$ cat src/rtl/tbl_pkg.sv
package tbl_pkg;
    localparam int BYTE_W = 8;

    typedef enum logic [1:0] {
        PH_IDLE = 2'd0,
        PH_REQ  = 2'd1,
        PH_ACC  = 2'd2
    } phase_e;
endpackage

$ cat src/rtl/tbl_lane.sv
// One result byte: the fill value chosen at start, and the byte picked from the entry being read.
module tbl_lane #(
    parameter int LANES    = 8,
    parameter int MAX_REGS = 4
) (
    input  logic [tbl_pkg::BYTE_W-1:0]          live_idx,
    input  logic [$clog2(MAX_REGS)-1:0]         live_len,
    input  logic [tbl_pkg::BYTE_W-1:0]          old_byte,
    input  logic                                keep,
    input  logic [tbl_pkg::BYTE_W-1:0]          held_idx,
    input  logic [$clog2(MAX_REGS)-1:0]         held_len,
    input  logic [$clog2(MAX_REGS)-1:0]         cur_reg,
    input  logic [LANES*tbl_pkg::BYTE_W-1:0]    reg_data,
    output logic [tbl_pkg::BYTE_W-1:0]          fill_byte,
    output logic                                hit,
    output logic [tbl_pkg::BYTE_W-1:0]          pick_byte
);
    localparam int BW   = tbl_pkg::BYTE_W;
    localparam int SELW = $clog2(LANES);
    localparam int RW   = $clog2(MAX_REGS);

    logic [BW-1:0] live_off;
    logic [BW-1:0] held_off;
    logic          live_in;
    logic          held_in;

    always_comb begin
        live_off = live_idx >> SELW;
        held_off = held_idx >> SELW;
        live_in  = live_off <= BW'(live_len);
        held_in  = held_off <= BW'(held_len);
        fill_byte = (!live_in && keep) ? old_byte : '0;
        hit       = held_in && (held_off[RW-1:0] == cur_reg);
        pick_byte = '0;
        for (int j = 0; j < LANES; j++) begin
            if (held_idx[SELW-1:0] == SELW'(j)) begin
                pick_byte = reg_data[j*BW +: BW];
            end
        end
    end
endmodule

$ cat src/rtl/tbl_addr_gen.sv
// Entry number for the current step, wrapping at the array end, plus the last-step flag.
module tbl_addr_gen #(
    parameter int NREGS    = 16,
    parameter int MAX_REGS = 4
) (
    input  logic [$clog2(NREGS)-1:0]    base,
    input  logic [$clog2(MAX_REGS)-1:0] step,
    input  logic [$clog2(MAX_REGS)-1:0] len_code,
    output logic [$clog2(NREGS)-1:0]    addr,
    output logic                        last
);
    localparam int AW = $clog2(NREGS);

    always_comb begin
        addr = base + AW'(step);
        last = (step == len_code);
    end
endmodule

$ cat src/rtl/tbl_lookup.sv
module tbl_lookup #(
    parameter int LANES    = 8,
    parameter int MAX_REGS = 4,
    parameter int NREGS    = 16
) (
    input  logic                                  clk,
    input  logic                                  rst_n,
    input  logic                                  start_i,
    input  logic [$clog2(MAX_REGS)-1:0]           len_code_i,
    input  logic [$clog2(NREGS)-1:0]              base_i,
    input  logic [LANES*tbl_pkg::BYTE_W-1:0]      index_i,
    input  logic [LANES*tbl_pkg::BYTE_W-1:0]      old_dst_i,
    input  logic                                  keep_i,
    output logic                                  rd_req_o,
    output logic [$clog2(NREGS)-1:0]              rd_addr_o,
    input  logic [LANES*tbl_pkg::BYTE_W-1:0]      rd_data_i,
    output logic [LANES*tbl_pkg::BYTE_W-1:0]      result_o,
    output logic                                  done_o
);
    import tbl_pkg::*;

    localparam int BW = BYTE_W;
    localparam int DW = LANES * BW;
    localparam int RW = $clog2(MAX_REGS);
    localparam int AW = $clog2(NREGS);

    typedef struct packed {
        phase_e          ph;
        logic [RW-1:0]   k;
        logic [RW-1:0]   len;
        logic [AW-1:0]   base;
        logic [DW-1:0]   idx;
        logic [DW-1:0]   acc;
        logic [DW-1:0]   res;
        logic            done;
    } state_t;

    state_t st_d, st_q;

    logic [DW-1:0]    fill_vec;
    logic [DW-1:0]    pick_vec;
    logic [LANES-1:0] hit_vec;
    logic [DW-1:0]    merged;
    logic [AW-1:0]    cur_addr;
    logic             last_step;

    // Per-byte resolution, one lane per result byte.
    for (genvar i = 0; i < LANES; i++) begin : g_lane
        tbl_lane #(
            .LANES    (LANES),
            .MAX_REGS (MAX_REGS)
        ) u_lane (
            .live_idx  (index_i[i*BW +: BW]),
            .live_len  (len_code_i),
            .old_byte  (old_dst_i[i*BW +: BW]),
            .keep      (keep_i),
            .held_idx  (st_q.idx[i*BW +: BW]),
            .held_len  (st_q.len),
            .cur_reg   (st_q.k),
            .reg_data  (rd_data_i),
            .fill_byte (fill_vec[i*BW +: BW]),
            .hit       (hit_vec[i]),
            .pick_byte (pick_vec[i*BW +: BW])
        );
        assign merged[i*BW +: BW] = hit_vec[i] ? pick_vec[i*BW +: BW]
                                               : st_q.acc[i*BW +: BW];
    end

    tbl_addr_gen #(
        .NREGS    (NREGS),
        .MAX_REGS (MAX_REGS)
    ) u_addr (
        .base     (st_q.base),
        .step     (st_q.k),
        .len_code (st_q.len),
        .addr     (cur_addr),
        .last     (last_step)
    );

    always_comb begin
        st_d      = st_q;
        st_d.done = 1'b0;
        case (st_q.ph)
            PH_IDLE: begin
                if (start_i) begin
                    st_d.ph   = PH_REQ;
                    st_d.k    = '0;
                    st_d.len  = len_code_i;
                    st_d.base = base_i;
                    st_d.idx  = index_i;
                    st_d.acc  = fill_vec;
                end
            end
            PH_REQ: begin
                st_d.ph = PH_ACC;
            end
            PH_ACC: begin
                st_d.acc = merged;
                if (last_step) begin
                    st_d.res  = merged;
                    st_d.done = 1'b1;
                    st_d.ph   = PH_IDLE;
                end else begin
                    st_d.k  = st_q.k + 1'b1;
                    st_d.ph = PH_REQ;
                end
            end
            default: begin
                st_d.ph = PH_IDLE;
            end
        endcase
    end

    always_ff @(posedge clk or negedge rst_n) begin
        if (!rst_n) begin
            st_q <= '0;
        end else begin
            st_q <= st_d;
        end
    end

    assign rd_req_o  = (st_q.ph == PH_REQ);
    assign rd_addr_o = cur_addr;
    assign result_o  = st_q.res;
    assign done_o    = st_q.done;
endmodule

$ cat config.mk
export PLATFORM = sky130hd
export DESIGN_NAME = tbl_lookup
export DESIGN_NICKNAME = d
export VERILOG_FILES = /design/src/rtl/tbl_pkg.sv /design/src/rtl/tbl_lane.sv /design/src/rtl/tbl_addr_gen.sv /design/src/rtl/tbl_lookup.sv
export SDC_FILE = /design/constraint.sdc
export NUM_CORES = 1
export LEC_CHECK = 0
export BUFFER_PORTS_ARGS = -buffer_cell sky130_fd_sc_hd__buf_4
export CORE_AREA = 4 4 229 231
export DETAILED_ROUTE_END_ITERATION = 7
export DIE_AREA = 0 0 233 235
export PLACE_DENSITY_LB_ADDON = 0.2
export SLEW_MARGIN = 20
export SYNTH_ARGS = -nofsm -noshare
export SYNTH_HDL_FRONTEND = slang
export SYNTH_SLANG_ARGS = --single-unit
$ cat constraint.sdc
create_clock -name clk -period 2.7 [get_ports clk]
set_input_delay 0.54 -clock clk [delete_from_list [all_inputs] [get_ports clk]]
set_output_delay 0.54 -clock clk [all_outputs]
set_load 0.02 [all_outputs]
==> run metrics, run 1 <==
crit share post-route 95.22%; Post-synth EDFFs 0; CP Capture Type primary output; layout cells sized above 1 25.21%; Rel. slew slack 32.25%; ys flop type dfrtp_1; WP data required 2.16 ns; Yosys top cell area share between 30 and 40%; number of remaining DRC errors 0; fmax roughly 0.4 GHz; maximum vdd ir drop roughly 0.56 mV; met2 usage 37.24%; setup violators final 0; clock root buffer clkbuf_16; Slew Limit Fails 0; Final Skew 0.008929 ns; total wire length 66.42 mm; post-synthesis cell count 1,721; FF-to-FF End st_q[73]; grt ovf 0; Setup crit start kind register; clk_lat worst skew 0.56 ns; FF-to-FF path depth 8; Die Footprint 0.05476 mm^2; leak pwr 8.022 nW; sequential share of the synthesized area about a third; Post-CTS Setup Inserts 0; dpl hpwl 48.16 mm; Clock Pin Slew Worst Setup and Hold Paths 0.06 ns; Via density 5.796; CORE AREA 0.05007 mm^2; number of cell rows 82; Yosys top cell by area dfrtp_1; gr usage total 23.18%; port bufs 271; Die Ht 235 um; RSZ-0062 raised after global routing false; drt pass-1 iters 6; Initial Util 29.86%; Fill cells 5,251; Fin Setup TNS 0 ns; Most Crowded Layer GR met2; Synth top cells by count nand2_1 (261), dfrtp_1 (203), nor2_1 (124), clkbuf_1 (114), a21oi_1 (94); CTS Buf Count 25; Worst setup endpoint rd_addr_o[2]; IO Pins 272; Yosys cell types 58; slew of the pin with the lowest slew margin roughly 1 ns; Setup CP Type reg2out; die width approximately 230 um; ys async rst share 100.0%; min Tclk post-route between 2 and 3 ns; Setup crit start st_q[199]; largest net degree at the start of global routing 66; fin nets 2,097; Post-Place Cells 2,504; Worst Path Arrival 2.03 ns; crit-path max FO 6; Placer Congestion 0.9111; H-tree depth 1; pwr dens approximately 1200 mW/mm^2; class of the worst hold path in2reg; initial antenna violation count 4; synthesis-to-layout area growth 21.26%; drt wl/cell 26.06 um; Synth Cell Area 0.01495 mm^2; synth top area cells dfrtp_1 (34%), nand2_1 (6.6%), mux4_2 (5.0%), a22oi_1 (3.8%), o211ai_1 (3.4%); hold depth 3; first-pass GRT wire length 96.81 mm; reg2reg start st_q[198]; CTS max path bufs 3; Routed Antenna Nets 0; Synth Warn # 0; slack of the critical path 0.1291 ns; Post-Place Setup Slack 0.2233 ns; Mapped Nets roughly 2,000; DR iter-0 viols 1,608; post-synthesis register bit count 203; Fin. Hold Viols 0; clock sink count 203; vias in the first global route 14,610; met1 global-route usage 30.87%; met3 Usage GRT slightly above 5%; Non-Filler Instances 2,549; Max-Cap Viols 0; Via Count 14,770; design area roughly 0.018 mm^2; CTS tree yes; status finished, final reports clean; Multi-input gate area approximately 0.0087 mm^2; flip-flop and latch area between 0.005 and 0.006 mm^2; FF-to-FF setup slack approximately 0.33 ns; Syn Area/Cell 8.688 um^2; cell with the most instances after synthesis nand2_1; DP Area 0.01730 mm^2
-- layer usage --
metal / vias to the layer above / wire (um)
met1: 7229 / 27510
met5: - / 31
li1: 6647 / -
met3: 138 / 5901
met4: 4 / 2504
met2: 756 / 30470
-- logic make-up (layout without fill, tap and decap cells) --
kind of cell,count (synthesis),in the layout,synth area share [%]
xor+xnor,20,20,1.172
flops,203,203,33.97
other cells,0,1,0
fa+ha+maj,35,35,2.979
buf+inv,257,412,8.301
mux,100,100,9.816
compound gates,559,559,27.53
simple gates,547,547,16.23
-- power breakdown --
part / switching, mW / total, mW / internal (mW)
clock network: 1.42 / 3.46 / 2.03
logic: 7.05 / 12.2 / 5.11
registers: 1.65 / 6.16 / 4.51
-- per-stage QoR --
step           utilization (%)  hold slack [ns]  power (mW)
2_1_floorplan                -           0.2444       14.51
3_3_place_gp             34.54           0.4608       18.05
3_5_place_dp             34.54           0.4575       18.27
4_1_cts                  36.21           0.1522       21.82
5_1_grt                  36.21           0.1675       23.28
6_report                 36.21           0.1717       21.78
-- state kept, by name, indices dropped and copies added (netlist names) --
signal and count:
result_o 64, done_o 1, st_q 138
-- placed cells by master (no fill, tap or decap), types with 20 or more instances in the layout --
cell type  netlist  layout
nor3_1          35      35
nand3_1         21      20
o221ai_1        37      37
a221o_1         22      22
o211a_1         41      41
o211ai_1        68      68
clkbuf_16        0      25
dfrtp_1        203     202
a31oi_1         31      31
mux2_2          43      43
o21ai_0         58      58
o2111ai_1       31      31
a22oi_1         75      75
nand2_1        261     260
buf_4           64     329
mux4_2          33      33
a21oi_1         94      94
mux2i_1         24      24
ha_1            34      34
nor2_1         124     124
a2bb2oi_1       47      47
inv_1           31      31
nor2b_1         37      36
-- area by class of cell --
class / count / share of cell area, %
Antenna cell: 1 / 0.01380
Timing Repair Buffer: 337 / 14.42
Clock inverter: 7 / 0.5728
Inverter: 32 / 0.6625
Clock buffer: 36 / 3.954
Sequential cell: 203 / 28.03
Tap cell: 672 / 4.638
Multi-Input combinational cell: 1261 / 47.72
-- worst min-delay path by stage --
stage                 to   startpoint
2_1_floorplan     done_o        rst_n
6_report       st_q[195]    base_i[2]
4_1_cts        st_q[195]    base_i[2]
3_3_place_gp   st_q[144]    st_q[144]
5_1_grt        st_q[146]  index_i[17]
3_5_place_dp   st_q[143]    st_q[143]
-- critical path, stage by stage (launching register included) --
cell,delay (ns)
dfrtp_1,0.52
ha_1,0.24
inv_1,0.05
fa_1,0.37
xnor2_1,0.14
buf_4,0.16
-- what timing repair did --
item                       in CTS  in global routing
hold buffers                    1                  0
gates resized for setup         1                  0
setup endpoints to repair       3                  0
hold endpoints to repair       50                  0
(Power assumes the default switching activity.)
==> run 2, diff against run 1 <==
- BUFFER_PORTS_ARGS: -buffer_cell sky130_fd_sc_hd__buf_4 -> not set
- DONT_BUFFER_PORTS: not set -> 1
==> run metrics, run 2 (synthesis gave the netlist of run 1 again) <==
Largest register FFs 138; number of remaining DRC errors 0; DR iter-0 viols approximately 1,700; Setup CP Type reg2out; design area ~0.016 mm^2; Routed Antenna Nets 0; crit share post-route 95.18%; DP Area between 0.015 and 0.02 mm^2; initial antenna violation count 4; M1 WL 26.33 mm; Final Util about a third; Die Ht 235 um; highest-count cells in the layout ignoring fill and taps nand2_1 (260), dfrtp_1 (201), nor2_1 (124); drt wl/cell around 29 um; fmax 0.3891 GHz; IO Pins around 270; RSZ-0062 raised after global routing false; top routing layer in use met4; Setup crit start kind register; Fin. Hold Viols ~200; synthesis-to-layout area growth 7.900%; WHS -0.3274 ns; CTS tree yes; FF-to-FF path depth 8; setup violators final 0; vias in the first global route around 13,000; largest stage delay on the critical path about 0.39 ns; CORE AREA around 0.05 mm^2; Worst Path Arrival approximately 2.0 ns; Levels on crit path 6; grt ovf 0; Die Footprint roughly 0.055 mm^2; Max-Cap Viols 0; largest net degree at the start of global routing 204; Via Count around 14,000; WP data required between 2 and 2.5 ns; Final Skew 0.02395 ns; min Tclk post-route 2.570 ns; Fin Setup TNS 0 ns; fin nets 1,825; clk_lat worst skew 0.58 ns; Rel. slew slack 31.14%; Max stage delay cell, worst path dfrtp_2; met2 wire length roughly 30 mm; maximum vdd ir drop 0.6153 mV; class of the worst hold path in2async; Largest Register st_q; Via density between 5 and 6; CTS Buf Count 26; layout cells sized above 1 12.95%; H-tree depth 1; clock root buffer clkbuf_16; drt pass-1 iters 6; metal3 WL around 6.7 mm; die width 233 um; CP Capture Type primary output; most common cell after layout, fill and taps aside nand2_1; Initial Util 29.86%; CTS max path bufs 3; total wire length 65.22 mm; crit-path max FO 10; dpl hpwl 46.72 mm; Slew Limit Fails 0; crit path cell chain buf_6 -> ha_1 -> inv_1 -> fa_1 -> xnor2_1 -> buf_4; slew of the pin with the lowest slew margin 1.033 ns; number of cell rows 82; CP top delay family adder cells; failing checks hold timing; status finished with violations; Buffers & Inverters on Critical Path 3; leak pwr between 6 and 7 nW; gr usage total between 20% and 30%; Clock Pin Slew Worst Setup and Hold Paths 0.06 ns; first-pass GRT wire length between 90 and 100 mm; port bufs 0; pwr dens 1274 mW/mm^2; Placer Congestion between 0.8 and 0.9; clock sink count 203; Fill cells 5,299
-- run 2: per-layer routing --
| layer | vias to the layer above | track usage [%] |
|---|---|---|
| met3 | 115 | 6.747 |
| li1 | 6111 | - |
| met5 | - | 0 |
| met4 | 0 | 7.807 |
| met2 | 612 | 35.66 |
| met1 | 6791 | 30.16 |
-- run 2: area by class of cell --
cell class                 instances  area, um^2  area share (%)
antenna                            4       10.01         0.06204
clock buffer                      37       762.0           4.723
clock inverter                     9       126.4          0.7833
inverter                          32       121.4          0.7523
multi-input combinational       1261        8656           53.65
sequential                       203        5082           31.50
tap                              672       840.8           5.212
timing repair buffer              64       534.3           3.312
-- run 2: worst reg2reg max path: stages, from the launching register on --
cell and delay (ns):
dfrtp_1 0.39, inv_1 0.17, buf_4 0.19, ha_1 0.25, nor2b_1 0.14, a2bb2oi_1 0.15, or2_2 0.45, a211oi_2 0.42
o31ai_1 0.13
-- run 2: final timing paths --
path                             from  slack, ns           end
max reg2reg                 st_q[198]       0.26     st_q[103]
max                         st_q[199]       0.13  rd_addr_o[2]
min reg2reg                 st_q[142]       0.47     st_q[142]
min in group clk           index_i[2]       0.06     st_q[131]
max in group asynchronous       rst_n       2.55     st_q[200]
min                             rst_n      -0.33     st_q[149]
-- run 2: what timing repair did --
action                                 CTS  global route
endpoints found under the hold margin  203           203
setup endpoints to repair                5             1
pin swaps                                0             0
gates cloned                             0             0
setup buffers                            0             1
gates resized for setup                  4             0
-- run 2: where the power goes --
group / leakage [nW] / internal (mW) / switching (mW)
logic: 3.76 / 4.30 / 5.75
clock network: 0.441 / 2.16 / 1.51
registers: 2.53 / 4.50 / 2.33
total: 6.73 / 11.0 / 9.60
-- run 2: through the flow --
stage	hold WS [ns]	setup slack [ns]	power, mW	instances
after CTS	-0.3584	0.01804	20.66	2277
final	-0.3274	0.1302	20.56	2282
after global placement	0.2570	0.04633	16.72	2231
after detailed placement	0.2588	-0.01889	16.90	2231
after global routing	-0.3551	0.03718	22.07	2281
after floorplan	0.2444	0.4833	14.51	1721
